==> src/rtl/rcm_pkg.sv <==
package rcm_pkg;
  localparam logic [1:0] OP_ACCESS = 2'd1;
  localparam logic [1:0] OP_FILL   = 2'd2;
  localparam logic [1:0] OP_WBACK  = 2'd3;

  localparam logic [1:0] POL_FIFO = 2'd0;
  localparam logic [1:0] POL_LUFO = 2'd1;
  localparam logic [1:0] POL_EULO = 2'd2;

  localparam logic [1:0] CASE_HIT   = 2'd0;
  localparam logic [1:0] CASE_FREE  = 2'd1;
  localparam logic [1:0] CASE_CLEAN = 2'd2;
  localparam logic [1:0] CASE_DIRTY = 2'd3;

  typedef enum logic [2:0] {
    ST_IDLE  = 3'd0,
    ST_LOOK  = 3'd1,
    ST_WBACK = 3'd2,
    ST_FILL  = 3'd3,
    ST_ACC   = 3'd4
  } ctl_st_e;
endpackage

==> src/rtl/rcm_tag_store.sv <==
module rcm_tag_store #(
  parameter int SET_W   = 2,
  parameter int TAG_W   = 8,
  parameter int WAYS    = 4,
  parameter int USE_W   = 2,
  parameter int STAMP_W = 12,
  localparam int SETS   = 1 << SET_W,
  localparam int WAY_W  = $clog2(WAYS)
) (
  input  logic                               clk,
  input  logic                               rst_n,
  input  logic [SET_W-1:0]                   rd_set,
  input  logic [TAG_W-1:0]                   rd_tag,
  input  logic                               fill_en,
  input  logic                               touch_en,
  input  logic                               touch_write,
  input  logic [WAY_W-1:0]                   wr_way,
  input  logic [TAG_W-1:0]                   fill_tag,
  input  logic [STAMP_W-1:0]                 ins_stamp,
  input  logic [STAMP_W-1:0]                 rec_stamp,
  output logic [WAYS-1:0]                    valid_o,
  output logic [WAYS-1:0]                    dirty_o,
  output logic [WAYS-1:0][TAG_W-1:0]         tag_o,
  output logic [WAYS-1:0][USE_W-1:0]         cnt_o,
  output logic [WAYS-1:0][STAMP_W-1:0]       ins_o,
  output logic [WAYS-1:0][STAMP_W-1:0]       rec_o,
  output logic                               hit_o,
  output logic [WAY_W-1:0]                   hit_way_o
);
  localparam logic [USE_W-1:0] CNT_MAX = {USE_W{1'b1}};

  logic [SETS-1:0][WAYS-1:0]               vld_all, dty_all;
  logic [SETS-1:0][WAYS-1:0][TAG_W-1:0]    tag_all;
  logic [SETS-1:0][WAYS-1:0][USE_W-1:0]    cnt_all;
  logic [SETS-1:0][WAYS-1:0][STAMP_W-1:0]  ins_all, rec_all;

  for (genvar s = 0; s < SETS; s++) begin : g_set
    for (genvar w = 0; w < WAYS; w++) begin : g_way
      logic               vld_r, vld_n, dty_r, dty_n, sel;
      logic [USE_W-1:0]   cnt_r, cnt_n;
      logic [TAG_W-1:0]   tag_r;
      logic [STAMP_W-1:0] ins_r, rec_r;

      assign sel = (rd_set == SET_W'(s)) && (wr_way == WAY_W'(w));

      always_comb begin
        vld_n = vld_r;
        dty_n = dty_r;
        cnt_n = cnt_r;
        if (fill_en && sel) begin
          vld_n = 1'b1;
          dty_n = 1'b0;
          cnt_n = '0;
        end else if (touch_en && sel) begin
          if (touch_write) dty_n = 1'b1;
          if (cnt_r != CNT_MAX) cnt_n = cnt_r + 1'b1;
        end
      end

      always_ff @(posedge clk or negedge rst_n) begin
        if (!rst_n) begin
          vld_r <= 1'b0;
          dty_r <= 1'b0;
          cnt_r <= '0;
        end else begin
          vld_r <= vld_n;
          dty_r <= dty_n;
          cnt_r <= cnt_n;
        end
      end

      always_ff @(posedge clk) begin
        if (fill_en && sel) begin
          tag_r <= fill_tag;
          ins_r <= ins_stamp;
        end
        if (touch_en && sel) rec_r <= rec_stamp;
      end

      assign vld_all[s][w] = vld_r;
      assign dty_all[s][w] = dty_r;
      assign tag_all[s][w] = tag_r;
      assign cnt_all[s][w] = cnt_r;
      assign ins_all[s][w] = ins_r;
      assign rec_all[s][w] = rec_r;
    end
  end

  assign valid_o = vld_all[rd_set];
  assign dirty_o = dty_all[rd_set];
  assign tag_o   = tag_all[rd_set];
  assign cnt_o   = cnt_all[rd_set];
  assign ins_o   = ins_all[rd_set];
  assign rec_o   = rec_all[rd_set];

  logic [WAYS-1:0] match;
  for (genvar w = 0; w < WAYS; w++) begin : g_cmp
    assign match[w] = valid_o[w] && (tag_o[w] == rd_tag);
  end

  assign hit_o = |match;

  always_comb begin
    hit_way_o = '0;
    for (int w = WAYS - 1; w >= 0; w--) begin
      if (match[w]) hit_way_o = WAY_W'(w);
    end
  end
endmodule

==> src/rtl/rcm_victim_sel.sv <==
module rcm_victim_sel
  import rcm_pkg::*;
#(
  parameter int WAYS    = 4,
  parameter int USE_W   = 2,
  parameter int STAMP_W = 12,
  localparam int WAY_W  = $clog2(WAYS)
) (
  input  logic [1:0]                   policy,
  input  logic [WAYS-1:0]              valid,
  input  logic [WAYS-1:0][USE_W-1:0]   cnt,
  input  logic [WAYS-1:0][STAMP_W-1:0] ins,
  input  logic [WAYS-1:0][STAMP_W-1:0] rec,
  input  logic [STAMP_W-1:0]           ins_now,
  input  logic [STAMP_W-1:0]           rec_now,
  output logic [WAY_W-1:0]             victim_way,
  output logic                         full_o
);
  logic [WAYS-1:0][STAMP_W-1:0] score;

  for (genvar w = 0; w < WAYS; w++) begin : g_score
    logic [STAMP_W-1:0] ins_age, rec_age, cnt_inv;
    assign ins_age = ins_now - ins[w];
    assign rec_age = rec_now - rec[w];
    assign cnt_inv = STAMP_W'(~cnt[w]);
    always_comb begin
      case (policy)
        POL_LUFO: score[w] = cnt_inv;
        POL_EULO: score[w] = rec_age;
        default:  score[w] = ins_age;
      endcase
    end
  end

  logic               free_found;
  logic [WAY_W-1:0]   free_way, best_way;
  logic [STAMP_W-1:0] best_score;

  always_comb begin
    free_found = 1'b0;
    free_way   = '0;
    for (int w = 0; w < WAYS; w++) begin
      if (!valid[w] && !free_found) begin
        free_found = 1'b1;
        free_way   = WAY_W'(w);
      end
    end
    best_way   = '0;
    best_score = score[0];
    for (int w = 1; w < WAYS; w++) begin
      if (score[w] > best_score) begin
        best_score = score[w];
        best_way   = WAY_W'(w);
      end
    end
  end

  assign victim_way = free_found ? free_way : best_way;
  assign full_o     = &valid;
endmodule

==> src/rtl/rcm_ctrl.sv <==
module rcm_ctrl
  import rcm_pkg::*;
#(
  parameter int ROW_W   = 10,
  parameter int SET_W   = 2,
  parameter int WAYS    = 4,
  parameter int STAMP_W = 12,
  localparam int TAG_W  = ROW_W - SET_W,
  localparam int WAY_W  = $clog2(WAYS)
) (
  input  logic               clk,
  input  logic               rst_n,
  input  logic               req_valid_i,
  output logic               req_ready_o,
  input  logic [ROW_W-1:0]   req_row_i,
  input  logic               req_write_i,
  output logic               cmd_valid_o,
  output logic [1:0]         cmd_op_o,
  output logic [WAY_W-1:0]   cmd_way_o,
  output logic [ROW_W-1:0]   cmd_row_o,
  output logic [1:0]         cmd_case_o,
  input  logic               cmd_done_i,
  input  logic               hit,
  input  logic [WAY_W-1:0]   hit_way,
  input  logic               full,
  input  logic [WAY_W-1:0]   victim_way,
  input  logic               victim_dirty,
  input  logic [TAG_W-1:0]   victim_tag,
  output logic [ROW_W-1:0]   look_row,
  output logic               fill_en,
  output logic               touch_en,
  output logic               touch_write,
  output logic [STAMP_W-1:0] ins_now,
  output logic [STAMP_W-1:0] rec_now
);
  ctl_st_e            st_q, st_d;
  logic [ROW_W-1:0]   row_q, row_d;
  logic               wr_q, wr_d;
  logic [WAY_W-1:0]   way_q, way_d;
  logic [1:0]         case_q, case_d;
  logic [TAG_W-1:0]   vtag_q, vtag_d;
  logic [STAMP_W-1:0] ins_q, ins_d, rec_q, rec_d;

  always_comb begin
    st_d   = st_q;
    row_d  = row_q;
    wr_d   = wr_q;
    way_d  = way_q;
    case_d = case_q;
    vtag_d = vtag_q;
    ins_d  = ins_q;
    rec_d  = rec_q;
    case (st_q)
      ST_IDLE: if (req_valid_i) begin
        row_d = req_row_i;
        wr_d  = req_write_i;
        st_d  = ST_LOOK;
      end
      ST_LOOK: begin
        if (hit) begin
          way_d  = hit_way;
          case_d = CASE_HIT;
          st_d   = ST_ACC;
        end else begin
          way_d = victim_way;
          if (!full) begin
            case_d = CASE_FREE;
            st_d   = ST_FILL;
          end else if (victim_dirty) begin
            case_d = CASE_DIRTY;
            vtag_d = victim_tag;
            st_d   = ST_WBACK;
          end else begin
            case_d = CASE_CLEAN;
            st_d   = ST_FILL;
          end
        end
      end
      ST_WBACK: if (cmd_done_i) st_d = ST_FILL;
      ST_FILL: if (cmd_done_i) begin
        st_d  = ST_ACC;
        ins_d = ins_q + 1'b1;
      end
      ST_ACC: if (cmd_done_i) begin
        st_d  = ST_IDLE;
        rec_d = rec_q + 1'b1;
      end
      default: st_d = ST_IDLE;
    endcase
  end

  always_ff @(posedge clk or negedge rst_n) begin
    if (!rst_n) begin
      st_q   <= ST_IDLE;
      row_q  <= '0;
      wr_q   <= 1'b0;
      way_q  <= '0;
      case_q <= '0;
      vtag_q <= '0;
      ins_q  <= '0;
      rec_q  <= '0;
    end else begin
      st_q   <= st_d;
      row_q  <= row_d;
      wr_q   <= wr_d;
      way_q  <= way_d;
      case_q <= case_d;
      vtag_q <= vtag_d;
      ins_q  <= ins_d;
      rec_q  <= rec_d;
    end
  end

  always_comb begin
    case (st_q)
      ST_WBACK: cmd_op_o = OP_WBACK;
      ST_FILL:  cmd_op_o = OP_FILL;
      ST_ACC:   cmd_op_o = OP_ACCESS;
      default:  cmd_op_o = 2'd0;
    endcase
  end

  assign req_ready_o = (st_q == ST_IDLE);
  assign cmd_valid_o = (st_q == ST_WBACK) || (st_q == ST_FILL) || (st_q == ST_ACC);
  assign cmd_way_o   = way_q;
  assign cmd_case_o  = case_q;
  assign cmd_row_o   = (st_q == ST_WBACK) ? {vtag_q, row_q[SET_W-1:0]} : row_q;
  assign look_row    = row_q;
  assign fill_en     = (st_q == ST_FILL) && cmd_done_i;
  assign touch_en    = (st_q == ST_ACC) && cmd_done_i;
  assign touch_write = wr_q;
  assign ins_now     = ins_q;
  assign rec_now     = rec_q;
endmodule

==> src/rtl/rcm_top.sv <==
module rcm_top #(
  parameter int ROW_W   = 10,
  parameter int SET_W   = 2,
  parameter int WAYS    = 4,
  parameter int USE_W   = 2,
  parameter int STAMP_W = 12,
  localparam int TAG_W  = ROW_W - SET_W,
  localparam int WAY_W  = $clog2(WAYS)
) (
  input  logic             clk,
  input  logic             rst_n,
  input  logic [1:0]       policy_i,
  input  logic             req_valid_i,
  output logic             req_ready_o,
  input  logic [ROW_W-1:0] req_row_i,
  input  logic             req_write_i,
  output logic             cmd_valid_o,
  output logic [1:0]       cmd_op_o,
  output logic [WAY_W-1:0] cmd_way_o,
  output logic [ROW_W-1:0] cmd_row_o,
  output logic [1:0]       cmd_case_o,
  input  logic             cmd_done_i
);
  logic [ROW_W-1:0]             look_row;
  logic                         fill_en, touch_en, touch_write;
  logic [STAMP_W-1:0]           ins_now, rec_now;
  logic [WAYS-1:0]              valid_v, dirty_v;
  logic [WAYS-1:0][TAG_W-1:0]   tag_v;
  logic [WAYS-1:0][USE_W-1:0]   cnt_v;
  logic [WAYS-1:0][STAMP_W-1:0] ins_v, rec_v;
  logic                         hit, full;
  logic [WAY_W-1:0]             hit_way, victim_way;

  rcm_tag_store #(
    .SET_W(SET_W), .TAG_W(TAG_W), .WAYS(WAYS), .USE_W(USE_W), .STAMP_W(STAMP_W)
  ) u_store (
    .clk(clk), .rst_n(rst_n),
    .rd_set(look_row[SET_W-1:0]), .rd_tag(look_row[ROW_W-1:SET_W]),
    .fill_en(fill_en), .touch_en(touch_en), .touch_write(touch_write),
    .wr_way(cmd_way_o), .fill_tag(look_row[ROW_W-1:SET_W]),
    .ins_stamp(ins_now), .rec_stamp(rec_now),
    .valid_o(valid_v), .dirty_o(dirty_v), .tag_o(tag_v), .cnt_o(cnt_v),
    .ins_o(ins_v), .rec_o(rec_v), .hit_o(hit), .hit_way_o(hit_way)
  );

  rcm_victim_sel #(
    .WAYS(WAYS), .USE_W(USE_W), .STAMP_W(STAMP_W)
  ) u_victim (
    .policy(policy_i), .valid(valid_v), .cnt(cnt_v), .ins(ins_v), .rec(rec_v),
    .ins_now(ins_now), .rec_now(rec_now), .victim_way(victim_way), .full_o(full)
  );

  rcm_ctrl #(
    .ROW_W(ROW_W), .SET_W(SET_W), .WAYS(WAYS), .STAMP_W(STAMP_W)
  ) u_ctrl (
    .clk(clk), .rst_n(rst_n),
    .req_valid_i(req_valid_i), .req_ready_o(req_ready_o),
    .req_row_i(req_row_i), .req_write_i(req_write_i),
    .cmd_valid_o(cmd_valid_o), .cmd_op_o(cmd_op_o), .cmd_way_o(cmd_way_o),
    .cmd_row_o(cmd_row_o), .cmd_case_o(cmd_case_o), .cmd_done_i(cmd_done_i),
    .hit(hit), .hit_way(hit_way), .full(full), .victim_way(victim_way),
    .victim_dirty(dirty_v[victim_way]), .victim_tag(tag_v[victim_way]),
    .look_row(look_row), .fill_en(fill_en), .touch_en(touch_en),
    .touch_write(touch_write), .ins_now(ins_now), .rec_now(rec_now)
  );
endmodule

==> config.mk <==
export PLATFORM = sky130hd
export DESIGN_NAME = rcm_top
export DESIGN_NICKNAME = d
export VERILOG_FILES = /design/src/rtl/rcm_pkg.sv /design/src/rtl/rcm_tag_store.sv /design/src/rtl/rcm_victim_sel.sv /design/src/rtl/rcm_ctrl.sv /design/src/rtl/rcm_top.sv
export SDC_FILE = /design/constraint.sdc
export NUM_CORES = 1
export LEC_CHECK = 0
export BUFFER_PORTS_ARGS = -buffer_cell sky130_fd_sc_hd__buf_2
export CORE_MARGIN = 2
export CORE_UTILIZATION = 65
export CTS_BUF_LIST = sky130_fd_sc_hd__clkbuf_8
export DETAILED_ROUTE_END_ITERATION = 6
export HOLD_SLACK_MARGIN = 0.03
export PLACE_DENSITY = 0.83
export SLEW_MARGIN = 20
export SYNTH_ARGS = -nofsm -noshare
export SYNTH_HDL_FRONTEND = slang
export SYNTH_SLANG_ARGS = --single-unit
==> constraint.sdc <==
create_clock -name clk -period 12.1 [get_ports clk]
set_input_delay 0.605 -clock clk [delete_from_list [all_inputs] [get_ports clk]]
set_output_delay 0.605 -clock clk [all_outputs]
set_load 0.02 [all_outputs]
# ---- Yosys cells after proc, flatten, opt, wreduce, memory -nomap -nowiden
# Index checks and enable logic that the tools add are counted.
dict set report totals {
  reg_bits 626
  input_bits 17
  output_inout_bits 18
  wordCells 462
}
dict set report classes {
  addsub 26
  magnitude_cmp 5
  eq_ne 36
  mux 132
  bitwise 5
  n_reduce_logical 154
}
# operator count
set ops {}
lappend ops {{48-bit binary-select mux with 2-bit select} 2}
lappend ops {{2-bit two-way mux} 60}
lappend ops {{48-bit two-way mux} 2}
lappend ops {{12-bit one-hot mux with 2 select lines} 4}
lappend ops {{2-bit nonzero test} 48}
lappend ops {{12-bit subtractor} 8}
lappend ops {{2-bit AND reduction} 35}
lappend ops {{32-bit binary-select mux with 2-bit select} 1}
lappend ops {{1-bit logical AND} 57}
lappend ops {{2-bit inverter with 12-bit output} 4}
lappend ops {{1-bit two-way mux} 42}
lappend ops {{2-bit inequality test, second input constant} 20}
lappend ops {{12-bit greater-than comparator} 3}
lappend ops {{2-bit by 1-bit adder with 2-bit output, second input constant} 16}
lappend ops {{8-bit binary-select mux with 2-bit select} 2}
lappend ops {{8-bit == test} 4}
lappend ops {{32-bit two-way mux} 1}
lappend ops {{12-bit by 1-bit adder with 12-bit output, second input constant} 2}
lappend ops {{12-bit two-way mux} 2}
lappend ops {{3-bit two-way mux} 6}
lappend ops {{4-bit binary-select mux with 2-bit select} 2}
lappend ops {{8-bit two-way mux} 2}
lappend ops {{3-bit one-hot mux with 5 select lines} 1}
lappend ops {{2-bit == test, second input constant} 5}
lappend ops {{other kinds (17)} 29}

# ---- Longest topological paths before layout
# Gate-level depths: netlist (run 1).
dict set report logic_depth {
  depth_word 18
  ltp_mapped 48
  ltp_nobuf 36
}

# ---- Hierarchy
# A second synthesis (run 1) with hierarchy kept.
dict set report unflattened {
  cells_unflattened 2116
  hier_area_um2 30964.7
}
# mod n_inst cells_per_inst area_each_um2 seq_area_each_um2
set by_module_without_submodules {}
lappend by_module_without_submodules {rcm_tag_store 1 1021 22106.2 16976.3}
lappend by_module_without_submodules {rcm_victim_sel 1 891 6248.5 0.0}
lappend by_module_without_submodules {rcm_ctrl 1 193 2391.0 1251.2}
lappend by_module_without_submodules {rcm_top 1 11 219.0 0.0}

# ---- Worst setup path before layout (run 1)
# Ideal clock, no wire load.
dict set report synth_timing {
  kind {reg2reg}
  start {register u_ctrl.row_q[1], in the netlist u_ctrl.look_row[1]}
  end {register u_ctrl.vtag_q[6]}
  setup_time_ns 0.126
  arrival_ns 10.189
  t_required_ns 11.974
  setup_slack_ns 1.785
  stages_incl_launch_ff 46
  n_path_buf 12
  synth_period_minus_slack_ns 10.315
  path_cell_list {dfrtp_1 buf_4 buf_2 buf_2 buf_2 buf_2 buf_2 buf_1 mux4_2 ha_1 inv_1 fa_1 a21o_1 a21o_1 a2111oi_1 nor3_1 a2111oi_2 xnor2_1 [... 10 more ...] ha_1 nor2b_1 o211ai_1 a21o_1 a21oi_1 clkbuf_1 clkbuf_1 mux2i_1 ha_1 a21oi_1 o21ai_1 a2111oi_0 a21oi_1 o31ai_2 buf_6 buf_2 mux2_2 a221o_1}
}
dict set report synth_via {
  elab_chain_len 15
  word_cells_on_any_way 67
  cone_classes {8 x add/sub; 3 x order compare; 4 x eq/ne; 33 x mux; 5 x bitwise; 14 x reduce/logical}
}
# element line
set synth_rtl {}
lappend synth_rtl {{from (decl)} rcm_ctrl.sv:37} ;# logic [ROW_W-1:0] row_q, row_d;
lappend synth_rtl {{from (signal assigned)} rcm_ctrl.sv:104} ;# row_q <= row_d;
lappend synth_rtl {{branches (longest 15 deep; another with 12-bit subtractor)} --}
lappend synth_rtl {{to (signal assigned)} rcm_ctrl.sv:108} ;# vtag_q <= vtag_d;
lappend synth_rtl {{to (decl)} rcm_ctrl.sv:41} ;# logic [TAG_W-1:0] vtag_q, vtag_d;
# Several ways; the timed one is not identified. The select of a mux whose other input is x is not followed.
# A chain may end at the register's enable or synchronous reset.

# ---- Worst setup path in the final report (run 1)
dict set report layout_timing {
  start {register u_ctrl.row_q[0], in the netlist u_ctrl.look_row[0]}
  end {register u_ctrl.vtag_q[3]}
}
# The elaborated chain is that of the path after synthesis.

==> results of run 1 <==
## metrics by stage
stage	hold WS [ns]	cells	total power, W
finish	0.1569	2836	0.007761
global route	0.1268	2836	0.008155
CTS	0.1076	2836	0.007748
detailed placement	0.4508	2662	0.006050
global placement	0.4434	2662	0.005970
floorplan	0.3094	2050	0.005105
## critical path: cells and delay by family (launching register included)
kind | cells | cell delay [ns]
AOI/OAI and AO/OA | 17 | 4.17
xor gates and xnor gates | 1 | 0.17
adders and majority gates | 5 | 1.47
buffers and inverters | 6 | 1.43
DFF | 1 | 1.07
muxes | 4 | 1.08
and+or+nand+nor | 4 | 1.04
## cell usage after synthesis (all sizes together) (18+ instances only)
library cell	number
nor2	145
inv	134
nor3	41
nand3	29
xnor2	116
clkbuf	37
nand4	23
xor2	32
mux2i	45
ha	146
nand2	67
mux4	144
a21oi	115
mux2	35
a21o	26
dfrtp	114
buf	44
edfxtp	512
o21ai	47
or2	18
## metal layers
metal / vias to the layer above / routed length (µm)
met5: - / 0
met4: 0 / 2804
met3: 167 / 5867
met2: 885 / 35700
met1: 9437 / 29730
li1: 8036 / -
## cell families (layout without fill, tap and decap cells)
kind of cell | count (synthesis) | in the layout | synth area share
multiplexers | 224 | 224 | 0.1360
XOR/XNOR | 148 | 148 | 0.04273
flip-flops | 626 | 626 | 0.6009
AND/OR/NAND/NOR | 392 | 392 | 0.06249
adder cells (fa/ha/maj) | 154 | 154 | 0.06550
AO/OA/AOI/OAI | 291 | 291 | 0.06154
buffers and inverters | 215 | 394 | 0.03085
## path summary, 6_finish.rpt
| check | endpoint | slack [ns] | cells past startpoint |
|---|---|---|---|
| min reg2reg | u_store.g_set[2].g_way[3].vld_r | 0.47 | 1 |
| min in group asynchronous | u_ctrl.look_row[3] | 0.41 | 2 |
| max reg2reg | u_ctrl.vtag_q[3] | 1.44 | 37 |
| max | u_ctrl.vtag_q[3] | 1.44 | 37 |
| min | u_ctrl.look_row[6] | 0.16 | 2 |
| max in group asynchronous | u_ctrl.look_row[0] | 10.47 | 3 |
## sequential cells by signal, indices dropped and copies added, names as in the netlist, 3 cells and up
signal                     count
u_ctrl.st_q                    3
u_ctrl.vtag_q                  8
u_store.g_set.g_way.cnt_r     32
u_ctrl.look_row               10
u_store.g_set.g_way.tag_r    128
u_store.g_set.g_way.vld_r     16
u_store.g_set.g_way.dty_r     16
u_store.g_set.g_way.ins_r    192
u_ctrl.ins_now                12
u_ctrl.rec_now                12
u_store.g_set.g_way.rec_r    192
## repair_timing
action,in CTS,in global routing
hold endpoints to repair,28,0
endpoints found under the setup margin,0,0
hold buffers,1,0
## cell type report
type                            count  area [µm²]
Clock buffer                      103        1418
Clock inverter                     70       415.4
Fill cell                        2804       13040
Inverter                          134       503.0
Multi-Input combinational cell   1209       11290
Sequential cell                   626       18240
Tap cell                          607       759.5
Timing Repair Buffer               87       601.8
## power by group through the flow
stage	combinational [W]	clock [W]	sequential, W
2_1_floorplan	0.00238	0	0.00273
3_3_place_gp	0.00307	0	0.00290
3_5_place_dp	0.00312	0	0.00293
4_1_cts	0.00316	0.00170	0.00288
5_1_grt	0.00345	0.00179	0.00292
6_report	0.00319	0.00168	0.00289
==> results.ini, run 1 <==
[outcome]
outcome=finished clean

[die]
start_util=0.6557
fp.dieW_um=220.0
fp.dieH_um=220.0
core_um2=46260
pin_count=35
dieArea_um2=48410
row_count=79

[timing]
fin_crit_sh=0.8814
skew_ns=0.04072
slew_headroom=0.2498
rsz0062_at_grt=false
tightest_slew_ns=1.119
setup_viol=0
hold_violations=0
setup_tns_ns=0
worst_slack_ns=1.435
drv_slew=0
min_period_ns=10.67
fmax_ghz=0.09376

[finish]
utilization=0.7181
final_cell_mix=512 x edfxtp_1, 169 x inv_1, 145 x ha_1
synthToLayoutAreaGrowth_pct=9.512
fin_area_um2=33220
diodes=0
layout_commonest_cell=edfxtp_1
drive_gt1_frac=0.1902
final_nets=2323

[clocking]
cts_buffers=94
ctsRootBufferMaster=clkbuf_8
clockBufferDepth=3
cts.clk_slew.worst_paths_ns=0.06
htree_levels=3
cts.sinks=626
clock_latency_ns=0.71
cts_tree=done
post_cts_buffers=0
post_cts_resized=0

[power]
seqPwrFrac=0.372
power_density_nw_per_um2=233.6
switching_share=0.3816
p_sw_w=0.002962
p_comb_frac=0.411
clkPwrFrac=0.217
internal-power_w=0.004799
p_leak_nw=12.77
ir_drop_mv=0.2471

[setup_path]
critPathKind=flop to flop
critPathRequiredTime_ns=12.66
arrival_ns=11.22
cpMaxStageDelayCell=dfrtp_4
worst_setup_path_end_kind=flop
critPathMaxFanout=46
slowest_delay_ns=1.07
cp-startpoint=u_ctrl.look_row[0]
critPathMostFrequentCell=ha_1
critPathLaunchType=flop
crit-reg2reg-launch=u_ctrl.look_row[0]

[synth]
synth_warnings=0
yosysTopAreaCellShare=0.5068
synth_edf_count=512
synth_fp_nets=2221
ys.flop_type=edfxtp_1
synth_cell_types=77
syn-cell-area_um2=30330
synthCells=2050
synth.area.top_cells=edfxtp_1 51%, mux4_2 9.9%, dfrtp_1 9.4%, ha_1 6.0%, xnor2_1 3.3%
ys_seq_area_frac=0.6009
yosysTopAreaCell=edfxtp_1
synth_seq_cells=626
ys_async_sr_fraction=0.1821
syn_area_per_cell_um2=14.80

[detailed_routing]
wl_per_cell_um=26.13
vias=18530
ant_nets=0
viasPerCell=6.532
dr.pass1.iters=6
wirelength_um=74100
drc=0
initialDrtViolationCount=1778

[global_routing]
grt.overflow.total=0
gr-usage-all-layers=0.3156
grt_use_met2=0.5056
grt_util_met1=0.4290
antenna_found_initial=0
use_met3=0.05894
grt_first_pass_wirelength_um=112200
grt_max_degree=87
grt.busiest_layer=met2
first_global_vias=18970

[placement]
port_buffers=34
place_congestion=0.9434
dpl_worst_slack_ns=1.572
dpl_cell_area_um2=31350
place_hpwl_um=49510

[flow_run]
maxCapViolCount=0

[min_path]
hold_path.class=primary input to flop
min_from=req_row_i[6]

(Power assumes the default switching activity.)
==> run 2: changes to the inputs <==
Settings changed: REMOVE_ABC_BUFFERS from default to 1.
==> results.ini, run 2 (synthesis results as in run 1) <==
[clocking]
cts.clk_slew.worst_paths_ns=0.06  ; about the same
cts.sinks=626  ; unchanged
cts_buffers=96  ; +2.1%
htree_levels=3  ; unchanged
clockBufferDepth=3  ; unchanged
ctsRootBufferMaster=clkbuf_8
clock_latency_ns=0.70  ; about the same
post_cts_buffers=0  ; unchanged
cts_tree=done

[timing]
setup_viol=0  ; unchanged
setup_tns_ns=0  ; unchanged
hold_violations=0  ; unchanged
tightest_slew_ns=1.056  ; -0.06322 ns
skew_ns=0.03383  ; -0.006884 ns
drv_slew=0  ; unchanged
fmax_ghz=0.09397  ; +0.22%
min_period_ns=10.64  ; -0.02327 ns
rsz0062_at_grt=false
slew_headroom=0.2922  ; +0.04237
fin_crit_sh=0.8795  ; -0.001923

[detailed_routing]
wl_per_cell_um=24.63  ; -5.7%
drc=0  ; unchanged
ant_nets=0  ; unchanged
viasPerCell=6.383  ; -2.3%
initialDrtViolationCount=1927  ; +8.4%
wirelength_um=70140  ; -5.3%
dr.pass1.iters=5  ; -1
vias=18180  ; -1.9%

[die]
fp.dieW_um=220.0  ; unchanged
start_util=0.6557  ; unchanged
fp.dieH_um=220.0  ; unchanged
core_um2=46260  ; unchanged
row_count=79  ; unchanged
pin_count=35  ; unchanged
dieArea_um2=48410  ; unchanged

[finish]
utilization=0.7171  ; -0.0009740
reg_top3=u_store.g_set.g_way.ins_r (192), u_store.g_set.g_way.rec_r (192), u_store.g_set.g_way.tag_r (128)
final_cell_mix=512 x edfxtp_1, 173 x inv_1, 145 x ha_1
seq_area_um2=18240  ; unchanged
drive_gt1_frac=0.1946  ; +0.004423
synthToLayoutAreaGrowth_pct=9.363
fillers=2845  ; +1.5%
layout_commonest_cell=edfxtp_1
multi_input_area_um2=11290  ; unchanged
final_nets=2333  ; +0.43%
layoutNonFillerInstCount=2848  ; +0.42%

[placement]
placed_cells_incl_taps=2670  ; +0.30%
place_congestion=0.9595  ; +1.7%
port_buffers=34  ; unchanged
place_hpwl_um=47210  ; -4.6%

[min_path]
hold_path.class=primary input to flop
min_from=req_write_i
whs_endpoint=u_ctrl.touch_write
hold_depth=2  ; unchanged

[global_routing]
gr-usage-all-layers=0.3009  ; -0.01473
grt_max_degree=82  ; -5.7%
grt.overflow.total=0  ; unchanged
first_global_vias=18580  ; -2.1%
antenna_found_initial=0  ; unchanged
grt_first_pass_wirelength_um=108200  ; -3.6%

[power]
ir_drop_mv=0.2689  ; +8.8%
power_density_nw_per_um2=228.7  ; -2.1%
p_leak_nw=12.78  ; +0.12%

[flow_run]
maxCapViolCount=0  ; unchanged

[outcome]
outcome=finished clean

[setup_path]
cpMaxStageDelayCell=dfrtp_4
rr_endpoint=u_ctrl.vtag_q[5]
critPathLaunchType=flop
critPathMaxFanout=32  ; -30%
crit-reg2reg-launch=u_ctrl.look_row[0]
rrSetupSlack_ns=1.46  ; +0.02 ns
slowest_delay_ns=0.84  ; -0.23 ns
worst_setup_path_end_kind=flop
critPathKind=flop to flop
arrival_ns=11.20  ; -0.02 ns
critPathRequiredTime_ns=12.66  ; about the same
worst_r2r_path_depth=36  ; -2.7%

[run 2: cell count changes in the layout (fill, tap and decap cells not counted), sizes merged]
cell / delta
clkinv: +2
buf: +8
bufinv: -4
clkinvlp: +2
inv: +3
diode: +1
[run 2: repair_timing]
| action | in CTS | in global routing |
|---|---|---|
| resized for setup | 0 | 0 |
| endpoints found under the hold margin | 33 | 0 |
| hold buffers | 1 | 0 |
[run 2: metal layers]
layer / part of all wire / vias to the layer above / global-route usage / wire length (µm)
met5: 0 / - / 0 / 0
li1: - / 8064 / - / -
met3: 0.074 / 128 / 0.04790 / 5209
met1: 0.40 / 9149 / 0.4189 / 28280
met4: 0.027 / 0 / 0.1076 / 1916
met2: 0.50 / 837 / 0.4887 / 34740
[run 2: worst max-delay path by stage]
| stage | cells after the start | startpoint | endpoint | slack, ns |
|---|---|---|---|---|
| floorplan | 35 | u_ctrl.look_row[0] | u_ctrl.vtag_q[0] | -3.60 |
| global placement | 36 | u_ctrl.look_row[0] | u_ctrl.vtag_q[1] | 1.77 |
| detailed placement | 36 | u_ctrl.look_row[0] | u_ctrl.vtag_q[7] | 1.49 |
| CTS | 36 | u_ctrl.look_row[0] | u_ctrl.vtag_q[7] | 1.45 |
| global route | 36 | u_ctrl.look_row[0] | u_ctrl.vtag_q[6] | 0.61 |
| finish | 36 | u_ctrl.look_row[0] | u_ctrl.vtag_q[5] | 1.46 |
[run 2: where the power goes]
part | switching, W | internal, W
Sequential | 0.000263 | 0.00256
Clock | 0.000811 | 0.000789
Combinational | 0.00180 | 0.00136
[run 2: layout make-up]
class | instances | area share
sequential | 626 | 0.5497
multi-input combinational | 1209 | 0.3402
clock buffer | 103 | 0.04273
tap | 607 | 0.02289
timing repair buffer | 95 | 0.01920
inverter | 134 | 0.01516
clock inverter | 73 | 0.01003
antenna | 1 | 0.00007543
[run 2: critical path, delay by kind of cell (launching register included)]
family	cells	cell delay [ns]
multiplexers	5	1.68
AO/OA/AOI/OAI	17	4.08
buffers and inverters	6	1.66
adder cells (fa/ha/maj)	4	1.15
AND/OR/NAND/NOR	3	0.95
XOR/XNOR	1	0.10
flip-flops	1	0.84
[run 2: per-stage QoR]
step | instance area [µm²] | setup slack [ns] | power [W] | hold WS (ns)
final | 33170 | 1.458 | 0.007587 | 0.1476
after global routing | 33170 | 0.6146 | 0.008003 | 0.1390
after CTS | 33150 | 1.455 | 0.007591 | 0.1068
after detailed placement | 31390 | 1.486 | 0.005983 | 0.4478
after global placement | 31380 | 1.765 | 0.005910 | 0.4441
after floorplan | 29900 | -3.596 | 0.005168 | 0.3094
==> run 3: changes to the inputs <==
Settings changed: ABC_AREA from default to 1.
==> results.ini, run 3 <==
[outcome]
outcome=finished clean

[detailed_routing]
dr.pass1.iters=6  ; +1
initialDrtViolationCount=2660  ; +38%
ant_nets=0  ; unchanged
vias=23290  ; +28%
viasPerCell=6.342  ; -0.65%
wl_per_cell_um=23.47  ; -4.7%
drc=0  ; unchanged
wirelength_um=86180  ; +23%

[timing]
fin_crit_sh=0.8504  ; -0.02904
setup_tns_ns=0  ; unchanged
skew_ns=0.03484  ; +0.001005 ns
tightest_slew_ns=1.045  ; -0.01112 ns
rsz0062_at_grt=false
hold_violations=0  ; unchanged
drv_slew=0  ; unchanged
min_period_ns=10.29  ; -0.3514 ns
fmax_ghz=0.09718  ; +3.4%
setup_viol=0  ; unchanged
slew_headroom=0.3034  ; +0.01125

[clocking]
post_cts_resized=0  ; unchanged
cts.sinks=626  ; unchanged
cts_buffers=98  ; +2.1%
cts_tree=done
cts.clk_slew.worst_paths_ns=0.06  ; about the same
ctsRootBufferMaster=clkbuf_8
htree_levels=3  ; unchanged
clock_latency_ns=0.72  ; +0.02 ns
clockBufferDepth=3  ; unchanged

[finish]
final_cell_mix=594 x nand2_1, 512 x edfxtp_1, 286 x inv_1
layout_commonest_cell=nand2_1
synthToLayoutAreaGrowth_pct=9.674
final_nets=3151  ; +35%
utilization=0.7233  ; +0.006183
reg_top3=u_store.g_set.g_way.ins_r (192), u_store.g_set.g_way.rec_r (192), u_store.g_set.g_way.tag_r (128)
fillers=3180  ; +12%
fin_area_um2=33670  ; +1.5%
diodes=0  ; -1
drive_gt1_frac=0.09853  ; -0.09611

[power]
p_leak_nw=14.10  ; +10%
power_density_nw_per_um2=270.2  ; +18%
ir_drop_mv=0.2210  ; -18%
p_total_w=0.009099  ; +20%

[synth]
synth_edf_count=512  ; unchanged
synthTopCellsByCount=594 x nand2_1, 512 x edfxtp_1, 255 x inv_1, 199 x a21oi_1, 197 x nor2_1
ys_seq_area_frac=0.5936  ; -0.007248
synth_compound_area_frac=0.1335  ; +0.07200
syn_area_per_cell_um2=10.66  ; -28%
synth_cell_types=55  ; -29%
synth_fa_ha_area_frac=0.06471  ; -0.0007901
yosysTopAreaCell=edfxtp_1
synthCells=2880  ; +40%
ys_async_sr_fraction=0.1821  ; unchanged
synth_warnings=0  ; unchanged
synth.area.mux_share=0.0007335  ; -0.1353
yosys.area_share.simple=0.1429  ; +0.08038
synth_top_family_by_area=simple AND/OR/NAND/NOR gates
yosysTopAreaCellShare=0.5007  ; -0.006114
synth.area.top_cells=edfxtp_1 50%, dfrtp_1 9.3%, nand2_1 7.3%, ha_1 5.9%, a21oi_1 3.2%
syn-cell-area_um2=30700  ; +1.2%
synth_seq_cells=626  ; unchanged
ys.flop_type=edfxtp_1
synth.most_common_cell=nand2_1
synth_xor_xnor_area_share=0.01740  ; -0.02533

[setup_path]
critPathLaunchType=flop
critPathRequiredTime_ns=12.69  ; +0.03 ns
arrival_ns=10.88  ; -0.32 ns
cpMaxStageDelayCell=dfrtp_1
critPathKind=flop to flop
worst_setup_path_end_kind=flop
critPathMaxFanout=63  ; +97%
slowest_delay_ns=0.62  ; -0.22 ns
critPathMostFrequentCell=nand2_1

[global_routing]
grt_first_pass_wirelength_um=132200  ; +22%
grt.overflow.total=0  ; unchanged
first_global_vias=23170  ; +25%
antenna_found_initial=0  ; unchanged
gr-usage-all-layers=0.3528  ; +0.05187
grt_max_degree=78  ; -4.9%

[die]
core_um2=46560  ; +0.64%
start_util=0.6595  ; +0.003778
dieArea_um2=48990  ; +1.2%
pin_count=35  ; unchanged
fp.dieH_um=221.3  ; +0.60%
fp.dieW_um=221.3  ; +0.60%
row_count=79  ; unchanged

[placement]
place_congestion=0.9698  ; +1.1%
place_hpwl_um=57900  ; +23%
port_buffers=34  ; unchanged
dpl_cell_area_um2=31730  ; +1.1%

[min_path]
hold_path.class=primary input to flop

[flow_run]
maxCapViolCount=0  ; unchanged

[run 3: cell types whose count changed after synthesis, sizes merged, moves of 45 or more]
cell	before	now
inv	134	261
nand2	67	599
o21ai	47	139
nor2	145	204
a22o	4	82
a21oi	115	202
a22oi	1	49
mux4	144	0
xnor2	116	15
mux2i	45	0
a221oi	1	83
nand3	29	170
[run 3: path summary, 6_finish.rpt]
path | endpoint | from | depth (start not counted) | slack, ns
max in group asynchronous | u_store.g_set[3].g_way[1].cnt_r[0] | rst_n | 3 | 10.20
min | u_ctrl.touch_write | req_write_i | 2 | 0.13
max | u_ctrl.vtag_q[5] | u_ctrl.look_row[1] | 54 | 1.81
min in group asynchronous | u_ctrl.look_row[4] | rst_n | 2 | 0.43
min reg2reg | u_store.g_set[0].g_way[2].vld_r | u_store.g_set[0].g_way[2].vld_r | 1 | 0.47
max reg2reg | u_ctrl.vtag_q[5] | u_ctrl.look_row[1] | 54 | 1.81
[run 3: kinds of logic after synthesis]
logic type / Yosys count
flops: 626
simple gates: 1048
mux: 2
compound gates: 630
xor+xnor: 61
buf+inv: 359
fa+ha+maj: 154
[run 3: worst max-delay path: cells and delay by family (launching register included)]
kind	cells	cell delay [ns]
AND/OR/NAND/NOR	30	3.75
buffers and inverters	9	2.48
AO/OA/AOI/OAI	9	1.57
adder cells (fa/ha/maj)	5	1.45
flip-flops	1	0.62
XOR/XNOR	1	0.17
[run 3: final cells by class]
type / count / area (µm²) / share of cell area
clock buffer: 104 / 1431 / 0.04251
clock inverter: 81 / 501.7 / 0.01490
inverter: 262 / 991.0 / 0.02943
multi-input combinational: 1895 / 11090 / 0.3293
sequential: 626 / 18230 / 0.5413
tap: 607 / 759.5 / 0.02255
timing repair buffer: 97 / 673.1 / 0.01999
[run 3: repair_timing]
action | 4_1_cts | 5_1_grt
buffers inserted | 0 | 0
hold endpoints to repair | 37 | 0
hold buffers | 1 | 0
[run 3: power by group]
| group | internal [W] | switching [W] |
|---|---|---|
| Sequential | 0.00255 | 0.000188 |
| Clock | 0.000894 | 0.000857 |
| Combinational | 0.00153 | 0.00308 |
[run 3: routing by layer]
| layer | GRT usage | vias up | share of wire |
|---|---|---|---|
| li1 | - | 10520 | - |
| met1 | 0.4793 | 11250 | 0.39 |
| met2 | 0.5720 | 1306 | 0.47 |
| met3 | 0.05909 | 207 | 0.096 |
| met4 | 0.1429 | 0 | 0.036 |
| met5 | 0 | - | 0 |
[run 3: stage by stage]
stage | setup slack (ns) | hold WS, ns | instances
after floorplan | 2.980 | 0.3094 | 2783
after global routing | 0.8374 | 0.1133 | 3672
after detailed placement | 1.997 | 0.4578 | 3486
final | 1.810 | 0.1256 | 3672
after CTS | 1.926 | 0.09873 | 3672
after global placement | 2.254 | 0.4520 | 3486
